**config.mk**
```make
export PLATFORM = sky130hd
export DESIGN_NAME = spi9_cmd_tx
export DESIGN_NICKNAME = d
export VERILOG_FILES = /design/src/rtl/spi9_pkg.sv /design/src/rtl/spi9_rst_sync.sv /design/src/rtl/spi9_frame_pack.sv /design/src/rtl/spi9_half_timer.sv /design/src/rtl/spi9_seq.sv /design/src/rtl/spi9_cmd_tx.sv
export SDC_FILE = /design/constraint.sdc
export NUM_CORES = 1
export LEC_CHECK = 0
export BUFFER_PORTS_ARGS = -buffer_cell sky130_fd_sc_hd__buf_2
export CAP_MARGIN = 20
export CORE_MARGIN = 2
export CORE_UTILIZATION = 60
export DETAILED_ROUTE_END_ITERATION = 6
export PLACE_DENSITY = 0.86
export SYNTH_ARGS = -nofsm -noshare
export SYNTH_HDL_FRONTEND = slang
export SYNTH_SLANG_ARGS = --single-unit
```
**constraint.sdc**
```tcl
create_clock -name clk -period 3.4 [get_ports clk]
set_clock_uncertainty 0.1 [all_clocks]
set_input_delay 0.68 -clock clk [delete_from_list [all_inputs] [get_ports clk]]
set_output_delay 0.68 -clock clk [all_outputs]
set_load 0.05 [all_outputs]
```
**src/rtl/spi9_pkg.sv**
```systemverilog
package spi9_pkg;

  // Sequencer phases of one framed transfer
  typedef enum logic [2:0] {
    ST_IDLE = 3'd0,  // lines parked, waiting for a strobe
    ST_LEAD = 3'd1,  // chip select low, clock still high
    ST_LOW  = 3'd2,  // clock low, new bit on the data line
    ST_HIGH = 3'd3,  // clock high, receiver samples
    ST_GAP  = 3'd4   // chip select released, recovery time
  } seq_state_e;

endpackage

```
**src/rtl/spi9_rst_sync.sv**
```systemverilog
module spi9_rst_sync #(
  parameter int STAGES = 2
) (
  input  logic clk,
  input  logic rst_n,
  output logic rst_sync_n
);

  logic [STAGES-1:0] chain_q;

  always_ff @(posedge clk or negedge rst_n) begin
    if (!rst_n) begin
      chain_q <= '0;
    end else begin
      chain_q <= {chain_q[STAGES-2:0], 1'b1};
    end
  end

  assign rst_sync_n = chain_q[STAGES-1];

endmodule

```
**src/rtl/spi9_frame_pack.sv**
```systemverilog
module spi9_frame_pack #(
  parameter int DATA_W     = 8,
  parameter int MAX_PARAMS = 2,
  parameter int CNT_W      = 2,
  parameter int FRAME_W    = (MAX_PARAMS + 2) * DATA_W,
  parameter int BITS_W     = 6
) (
  input  logic [DATA_W-1:0]                 opcode_i,
  input  logic [CNT_W-1:0]                  nparam_i,
  input  logic [MAX_PARAMS-1:0][DATA_W-1:0] params_i,
  output logic [FRAME_W-1:0]                frame_o,
  output logic [BITS_W-1:0]                 nbits_o,
  output logic                              valid_o
);

  localparam int WORD_W = DATA_W + 1;
  localparam int NSLOT  = MAX_PARAMS + 1;

  logic [NSLOT-1:0][WORD_W-1:0] words;

  // Slot 0 is the opcode (flag 0), the others are parameters (flag 1)
  for (genvar g = 0; g < NSLOT; g++) begin : g_slot
    if (g == 0) begin : g_op
      assign words[g] = {1'b0, opcode_i};
    end else begin : g_par
      assign words[g] = {1'b1, params_i[g-1]};
    end
  end

  always_comb begin
    frame_o = '0;
    for (int k = 0; k < NSLOT; k++) begin
      if (k <= int'(nparam_i)) begin
        frame_o[FRAME_W-1-k*WORD_W -: WORD_W] = words[k];
      end
    end
  end

  assign valid_o = (int'(nparam_i) <= MAX_PARAMS);
  assign nbits_o = BITS_W'((int'(nparam_i) + 2) * DATA_W);

endmodule

```
**src/rtl/spi9_half_timer.sv**
```systemverilog
module spi9_half_timer #(
  parameter int DIV_W = 8
) (
  input  logic             clk,
  input  logic             rst_n,
  input  logic             load_i,
  input  logic             en_i,
  input  logic [DIV_W-1:0] div_i,
  output logic             tick_o
);

  logic [DIV_W-1:0] half_q, half_d;
  logic [DIV_W-1:0] cnt_q, cnt_d;
  logic [DIV_W-1:0] div_eff;
  logic             cken;

  assign div_eff = (div_i == '0) ? DIV_W'(1) : div_i;
  assign cken    = load_i | en_i;

  always_comb begin
    half_d = half_q;
    cnt_d  = cnt_q;
    if (load_i) begin
      half_d = div_eff;
      cnt_d  = div_eff - DIV_W'(1);
    end else if (en_i) begin
      if (cnt_q == '0) begin
        cnt_d = half_q - DIV_W'(1);
      end else begin
        cnt_d = cnt_q - DIV_W'(1);
      end
    end
  end

  always_ff @(posedge clk or negedge rst_n) begin
    if (!rst_n) begin
      half_q <= DIV_W'(1);
      cnt_q  <= '0;
    end else if (cken) begin
      half_q <= half_d;
      cnt_q  <= cnt_d;
    end
  end

  assign tick_o = en_i && (cnt_q == '0);

endmodule

```
**src/rtl/spi9_seq.sv**
```systemverilog
module spi9_seq
  import spi9_pkg::*;
#(
  parameter int FRAME_W = 32,
  parameter int BITS_W  = 6
) (
  input  logic               clk,
  input  logic               rst_n,
  input  logic               start_i,
  input  logic               valid_i,
  input  logic [FRAME_W-1:0] frame_i,
  input  logic [BITS_W-1:0]  nbits_i,
  input  logic               tick_i,
  output logic               load_o,
  output logic               busy_o,
  output logic               sclk_o,
  output logic               mosi_o,
  output logic               cs_n_o,
  output logic               done_o,
  output logic               err_o
);

  seq_state_e         state_q, state_d;
  logic [FRAME_W-1:0] shreg_q, shreg_d;
  logic [BITS_W-1:0]  left_q, left_d;
  logic               gap2_q, gap2_d;
  logic               done_q, done_d;
  logic               err_q, err_d;
  logic               accept;

  assign accept = start_i && (state_q == ST_IDLE);
  assign load_o = accept && valid_i;

  always_comb begin
    state_d = state_q;
    shreg_d = shreg_q;
    left_d  = left_q;
    gap2_d  = gap2_q;
    done_d  = 1'b0;
    err_d   = 1'b0;
    unique case (state_q)
      ST_IDLE: begin
        if (accept && valid_i) begin
          state_d = ST_LEAD;
          shreg_d = frame_i;
          left_d  = nbits_i;
        end else if (accept) begin
          done_d = 1'b1;
          err_d  = 1'b1;
        end
      end
      ST_LEAD: begin
        if (tick_i) state_d = ST_LOW;
      end
      ST_LOW: begin
        if (tick_i) state_d = ST_HIGH;
      end
      ST_HIGH: begin
        if (tick_i) begin
          shreg_d = {shreg_q[FRAME_W-2:0], 1'b0};
          left_d  = left_q - BITS_W'(1);
          if (left_q == BITS_W'(1)) begin
            state_d = ST_GAP;
            gap2_d  = 1'b0;
          end else begin
            state_d = ST_LOW;
          end
        end
      end
      ST_GAP: begin
        if (tick_i) begin
          if (gap2_q) begin
            state_d = ST_IDLE;
            done_d  = 1'b1;
          end else begin
            gap2_d = 1'b1;
          end
        end
      end
      default: state_d = ST_IDLE;
    endcase
  end

  always_ff @(posedge clk or negedge rst_n) begin
    if (!rst_n) begin
      state_q <= ST_IDLE;
      shreg_q <= '0;
      left_q  <= '0;
      gap2_q  <= 1'b0;
      done_q  <= 1'b0;
      err_q   <= 1'b0;
    end else begin
      state_q <= state_d;
      shreg_q <= shreg_d;
      left_q  <= left_d;
      gap2_q  <= gap2_d;
      done_q  <= done_d;
      err_q   <= err_d;
    end
  end

  assign busy_o = (state_q != ST_IDLE);
  assign sclk_o = (state_q != ST_LOW);
  assign cs_n_o = (state_q == ST_IDLE) || (state_q == ST_GAP);
  assign mosi_o = ((state_q == ST_LEAD) || (state_q == ST_LOW) || (state_q == ST_HIGH))
                  && shreg_q[FRAME_W-1];
  assign done_o = done_q;
  assign err_o  = err_q;

endmodule

```
**src/rtl/spi9_cmd_tx.sv**
```systemverilog
module spi9_cmd_tx #(
  parameter int DATA_W = 8,
  parameter int DIV_W  = 8
) (
  input  logic              clk,
  input  logic              rst_n,
  input  logic              start_i,
  input  logic [DATA_W-1:0] opcode_i,
  input  logic [1:0]        nparam_i,
  input  logic [DATA_W-1:0] param0_i,
  input  logic [DATA_W-1:0] param1_i,
  input  logic [DIV_W-1:0]  div_i,
  output logic              sclk_o,
  output logic              mosi_o,
  output logic              cs_n_o,
  output logic              busy_o,
  output logic              done_o,
  output logic              err_o
);

  localparam int MAX_PARAMS = 2;
  localparam int CNT_W      = 2;
  localparam int FRAME_W    = (MAX_PARAMS + 2) * DATA_W;
  localparam int BITS_W     = $clog2(FRAME_W + 1);

  logic                              rst_int_n;
  logic [MAX_PARAMS-1:0][DATA_W-1:0] params;
  logic [FRAME_W-1:0]                frame;
  logic [BITS_W-1:0]                 nbits;
  logic                              valid;
  logic                              load;
  logic                              tick;

  assign params = {param1_i, param0_i};

  spi9_rst_sync #(.STAGES(2)) u_rst (
    .clk        (clk),
    .rst_n      (rst_n),
    .rst_sync_n (rst_int_n)
  );

  spi9_frame_pack #(
    .DATA_W     (DATA_W),
    .MAX_PARAMS (MAX_PARAMS),
    .CNT_W      (CNT_W),
    .FRAME_W    (FRAME_W),
    .BITS_W     (BITS_W)
  ) u_pack (
    .opcode_i (opcode_i),
    .nparam_i (nparam_i),
    .params_i (params),
    .frame_o  (frame),
    .nbits_o  (nbits),
    .valid_o  (valid)
  );

  spi9_half_timer #(.DIV_W(DIV_W)) u_timer (
    .clk    (clk),
    .rst_n  (rst_int_n),
    .load_i (load),
    .en_i   (busy_o),
    .div_i  (div_i),
    .tick_o (tick)
  );

  spi9_seq #(
    .FRAME_W (FRAME_W),
    .BITS_W  (BITS_W)
  ) u_seq (
    .clk     (clk),
    .rst_n   (rst_int_n),
    .start_i (start_i),
    .valid_i (valid),
    .frame_i (frame),
    .nbits_i (nbits),
    .tick_i  (tick),
    .load_o  (load),
    .busy_o  (busy_o),
    .sclk_o  (sclk_o),
    .mosi_o  (mosi_o),
    .cs_n_o  (cs_n_o),
    .done_o  (done_o),
    .err_o   (err_o)
  );

endmodule

```
; Word level (Yosys, flattened, before mapping)
; Cells that the tools add are included.
[totals]
input_bits = 37
wordCells = 80
output_inout_bits = 6
ff_bits = 62
[op_classes]
n_reduce_logical = 19
n_lt_le_gt_ge = 3
n_eq_ne = 13
muxes = 30
add_sub_neg = 5
n_bitwise = 1
[ops]
columns = cell, n
row1 = $mux 32, 2
row2 = $pmux 32 s2, 1
row3 = $mux 8, 4
row4 = $sub 8x1->8 const B, 3
row5 = $mux 3, 7
row6 = $mux 9, 2
row7 = $logic_not 8->1, 2
row8 = $pmux 3 s5, 1
row9 = $mux 6, 2
row10 = $pmux 6 s2, 1
row11 = $ne 2x2->1 const B, 5
row12 = $mux 1, 8
row13 = $eq 3x2->1 const B, 2
row14 = $eq 6x1->1 const B, 1
row15 = $reduce_and 6->1, 1
row16 = $reduce_bool 2->1, 3
row17 = $sub 6x1->6 const B, 1
row18 = $logic_and 1x1->1, 4
row19 = $ne 2x1->1 const B, 2
row20 = $pmux 1 s2, 2
row21 = $reduce_and 2->1, 2
row22 = $reduce_and 4->1, 1
row23 = $add 2x2->3 const B, 1
row24 = $eq 3x1->1 const B, 1
row25 = other kinds (10), 12

; Depth between registers and ports, before layout
[depth]
ltp_word = 5
ltp_mapped = 11
depth_no_buf = 10

; By module
; Synthesis repeated with hierarchy kept, for this count alone.
[hier_totals]
cells_unflattened = 415
hier_area_um2 = 3597.2
[by_module_without_submodules]
columns = mod, cells_each, seq_area_each_um2, n_inst, area_per_inst_um2
row1 = spi9_seq, 255, 1101.1, 1, 2215.9
row2 = spi9_half_timer, 114, 401.6, 1, 1026.0
row3 = spi9_frame_pack, 43, 0.0, 1, 301.5
row4 = spi9_rst_sync, 3, 50.0, 1, 53.8

; Least setup slack after synthesis
; Ideal clock, no wire load.
[synth_path]
path_type = input port to flip-flop
from = input port start_i
to = register u_timer.cnt_q[6]
required_time_ns = 3.164
path_stages = 11
setup_time_ns = 0.136
n_path_buf = 1
arrival_ns = 2.873
slack_ns = 0.292
path_cell_list = or4b_1 -> buf_2 -> or3_1 -> o22a_1 -> nor2b_1 -> ha_1 -> and4_1 -> a31oi_1 -> nor4_1 -> xnor2_1 -> o21ai_0
[synth_via]
elab_chain_cells = 4
word_cells_on_any_way = 6
classes_between = mux: 1 / bitwise: 1 / reduce/logical: 4
[synth_lines]
columns = element, line
row1 = from (decl), spi9_cmd_tx.sv:7  ; input logic start_i,
row2 = $logic_and 1x1->1 *, spi9_seq.sv:31  ; assign accept = start_i && (state_q == ST_IDLE);
row3 = $logic_and 1x1->1 *, spi9_seq.sv:32  ; assign load_o = accept && valid_i;
row4 = $reduce_bool 2->1 (no source line) / $or 1x1->1 (equally long branches), n/a
row5 = $reduce_and 2->1 (no source line), n/a
row6 = to (signal assigned), spi9_half_timer.sv:41  ; cnt_q <= cnt_d;
row7 = to (decl), spi9_half_timer.sv:13  ; logic [DIV_W-1:0] cnt_q, cnt_d;
; Mark *: on every way between the ends. The rest lies on a longest branch, timed or not.
; A chain may end at the register's enable or synchronous reset.

; Worst setup path after layout
[layout_path]
from = register u_seq.state_q[1]
to = register u_timer.cnt_q[6]
[layout_via]
elab_chain_cells = 5
word_cells_on_any_way = 8
classes_between = mux: 1 / bitwise: 1 / reduce/logical: 6
[layout_lines]
columns = element, line
row1 = from (decl), spi9_seq.sv:23  ; seq_state_e state_q, state_d;
row2 = from (signal assigned), spi9_seq.sv:93  ; state_q <= state_d;
row3 = $logic_not 3->1, spi9_seq.sv:31
row4 = $logic_and 1x1->1, spi9_seq.sv:31
row5 = $logic_and 1x1->1, spi9_seq.sv:32
row6 = $reduce_bool 2->1 (no source line) / $or 1x1->1 (equally long branches), n/a
row7 = $reduce_and 2->1 (no source line), n/a
; Several ways; a longest one is shown, not always the timed one.

==> flow_metrics.tcl <==
set metrics [dict create \
    die_y_um 72.59 \
    ys.flop_type "dfrtp_1" \
    tritoncts "built" \
    p_seq_frac 0.391 \
    post-place-ws_ps 150.2 \
    yosysMostFrequentCell "dfrtp_1" \
    postSynthAreaPerCell_um2 9.076 \
    drtIter0Drc 317 \
    via_per_inst 5.993 \
    cts_max_level 3 \
    worst_ep_arrival_time_ps 3100 \
    grt_setup_unrepaired "false" \
    syn_inst 311 \
    final_util 0.7477 \
    pwr-share-comb 0.399 \
    swShare 0.3908 \
    reg2reg_depth 10 \
    numPortBuffers 42 \
    finalSetupViolCount 0 \
    clk_pin_slew_ps 60 \
    hp-class "in2async" \
    wl_per_cell_um 14.43 \
    r2r_end "u_timer.cnt_q[6]" \
    synth_edf_count 0 \
    drt-total-wl_um 5974 \
    rows 24 \
    status "finished clean" \
    io_pins 43 \
    clock-root-buffer "clkbuf_8" \
    drc 0 \
    max_freq_mhz 335.5 \
    crit_path_max_fanout 7 \
    n_antenna_cell 0 \
    cp_top_family "simple AND/OR/NAND/NOR gates" \
    layout-drive-gt1-share 0.2265 \
    vias 2481 \
    area_growth_pct 17.73 \
    end_kind "flip-flop" \
    postCtsHoldBufs 0 \
    ys_async_sr_fraction 1.000 \
    synth_top_cell_by_area "dfrtp_1" \
    reg2reg_slack_ps 420 \
    netlist_top_cells_area "dfrtp_1 (50%), nand2_1 (6.0%), a31oi_1 (5.5%)" \
    ys_types 44 \
    synth_common_cells "dfrtp_1 (56), nand2_1 (45), nor2_1 (38)" \
    ys_seq_area_frac 0.5058 \
    die_w_um 72.59 \
    hold_violations 0 \
    p_leak_nw 1.477 \
    nets 398 \
    timing.final.crit_share 0.8766 \
    timing.final.ws_setup_ps 419.6 \
    crit_chain "or4b_1 -> or3_1 -> o22a_1 -> nor2b_1 -> ha_1 -> and4_1 -> a31oi_1 -> nor4_1 -> xnor2_1 -> o21ai_0" \
    grt_pass1_vias 2279 \
    postRouteAntennaNets 0 \
    met3_length_um 327 \
    top_layer "met4" \
    cp.buffers_inverters 0 \
    tightest_slew_ps 811.4 \
    synthesis.area_mm2 0.002823 \
    cts_resized 0 \
    cts-buffers-inserted 9 \
    cap_violations 0 \
    synth_nets 351 \
    place.gp.congestion 0.9387 \
    power_density_mw_per_mm2 902.2 \
    initial_core_util 0.6351 \
    p_switching_mw 1.172 \
    grt_usage 0.2530 \
    dp_hpwl_um 4107 \
    clkPwrFrac 0.210 \
    slew-limit-headroom 0.4591 \
    slowest_stage "or4b_1" \
    slew_viol_final 0 \
    p_int_mw 1.826 \
    synth_seq_cells 57 \
    ys_warn_count 0 \
    min_period_ps 2980 \
    cts_buffer_depth 2 \
    post_cts_buffers 0 \
    cts_sinks 57 \
    overflow 0 \
    finalSetupTns_ps 0 \
    met2_wirelength_um 2878 \
    clkLatencyLatePin_ps 340 \
    dr.pass1.iters 4 \
    crit_type "reg2reg" \
    dieArea_mm2 0.005269 \
    required_ps 3520 \
    grt_pass1_wl_um 10230 \
    core_area_mm2 0.004444 \
    critPathLaunchType "flip-flop" \
    max-vdd-ir-drop_mv 0.4955 \
    antenna_found_initial 0 \
    wirelength_met1_um 2686 \
    yosys.area.top_type_share 0.4965 \
    reg2reg_from "u_seq.state_q[1]" \
    grt_max_degree 41 \
    cp_slowest_stage_delay_ps 540 \
]
[sequential cells by signal, summed over array words and instances, names as in the netlist]
name	flops
u_timer.cnt_q	8
u_seq.gap2_q	1
u_seq.left_q	6
u_seq.shreg_q	27
u_timer.half_q	8
u_seq.state_q	3
u_seq.err_o	1
u_seq.done_o	1
u_rst.chain_q	2
[how the worst max path moves through the flow]
stage / from / endpoint / cells past startpoint
after global placement: start_i / u_timer.cnt_q[6] / 11
after detailed placement: start_i / u_timer.cnt_q[6] / 11
after CTS: u_seq.state_q[1] / u_timer.cnt_q[6] / 10
final: u_seq.state_q[1] / u_timer.cnt_q[6] / 10
after global routing: u_seq.state_q[1] / u_timer.cnt_q[6] / 10
after floorplan: start_i / u_timer.cnt_q[6] / 11
[stage by stage]
step | power (mW) | cell area [um^2] | hold WS (ps) | cells
3_3_place_gp | 2.314 | 3128 | 238.8 | 399
5_1_grt | 3.237 | 3323 | 5.734 | 414
3_5_place_dp | 2.369 | 3128 | 238.7 | 399
4_1_cts | 3.003 | 3323 | 10.26 | 414
6_report | 2.998 | 3323 | 19.95 | 414
2_1_floorplan | 2.077 | 2823 | 231.2 | 311
[area by class of cell]
class / count / area, um^2
multi-input cells: 230 / 1311
inverters: 6 / 22.52
clock buffers: 12 / 155.1
clock inverters: 3 / 40.04
repair buffers: 54 / 300.3
well taps: 52 / 65.06
flip-flops and latches: 57 / 1429
fillers: 318 / 1121
[routing by layer]
| metal | GRT usage | vias up |
|---|---|---|
| li1 | - | 1208 |
| met1 | 0.3349 | 1203 |
| met2 | 0.3990 | 64 |
| met3 | 0.06768 | 6 |
| met4 | 0.1008 | 0 |
| met5 | 0 | - |
[cells by family after synthesis]
family / Yosys count / synth area share
AND/OR/NAND/NOR: 133 / 0.2256
AO/OA/AOI/OAI: 81 / 0.1764
flip-flops: 57 / 0.5058
buffers and inverters: 24 / 0.03280
multiplexers: 9 / 0.03546
adder cells (fa/ha/maj): 3 / 0.01330
XOR/XNOR: 3 / 0.009310
other: 1 / 0.001329
[cell usage in the layout, fill, tap and decap left out, drive strengths merged, types with 3 or more instances in the layout]
cell,count
a31oi,25
nand2,45
nor4,4
o21ai,11
clkbuf,12
a22oi,8
nand3,15
or3,4
inv,6
nor3,9
dfrtp,56
buf,54
o22ai,3
mux2,8
a21oi,23
ha,3
and2,3
nor2,38
[power groups by stage]
stage / logic, mW / registers (mW) / clock network (mW)
detailed placement: 1.19 / 1.18 / 0
finish: 1.20 / 1.17 / 0.630
global route: 1.36 / 1.21 / 0.672
floorplan: 0.951 / 1.13 / 0
global placement: 1.15 / 1.17 / 0
CTS: 1.20 / 1.17 / 0.636
Power figures use the tool's default switching activity.
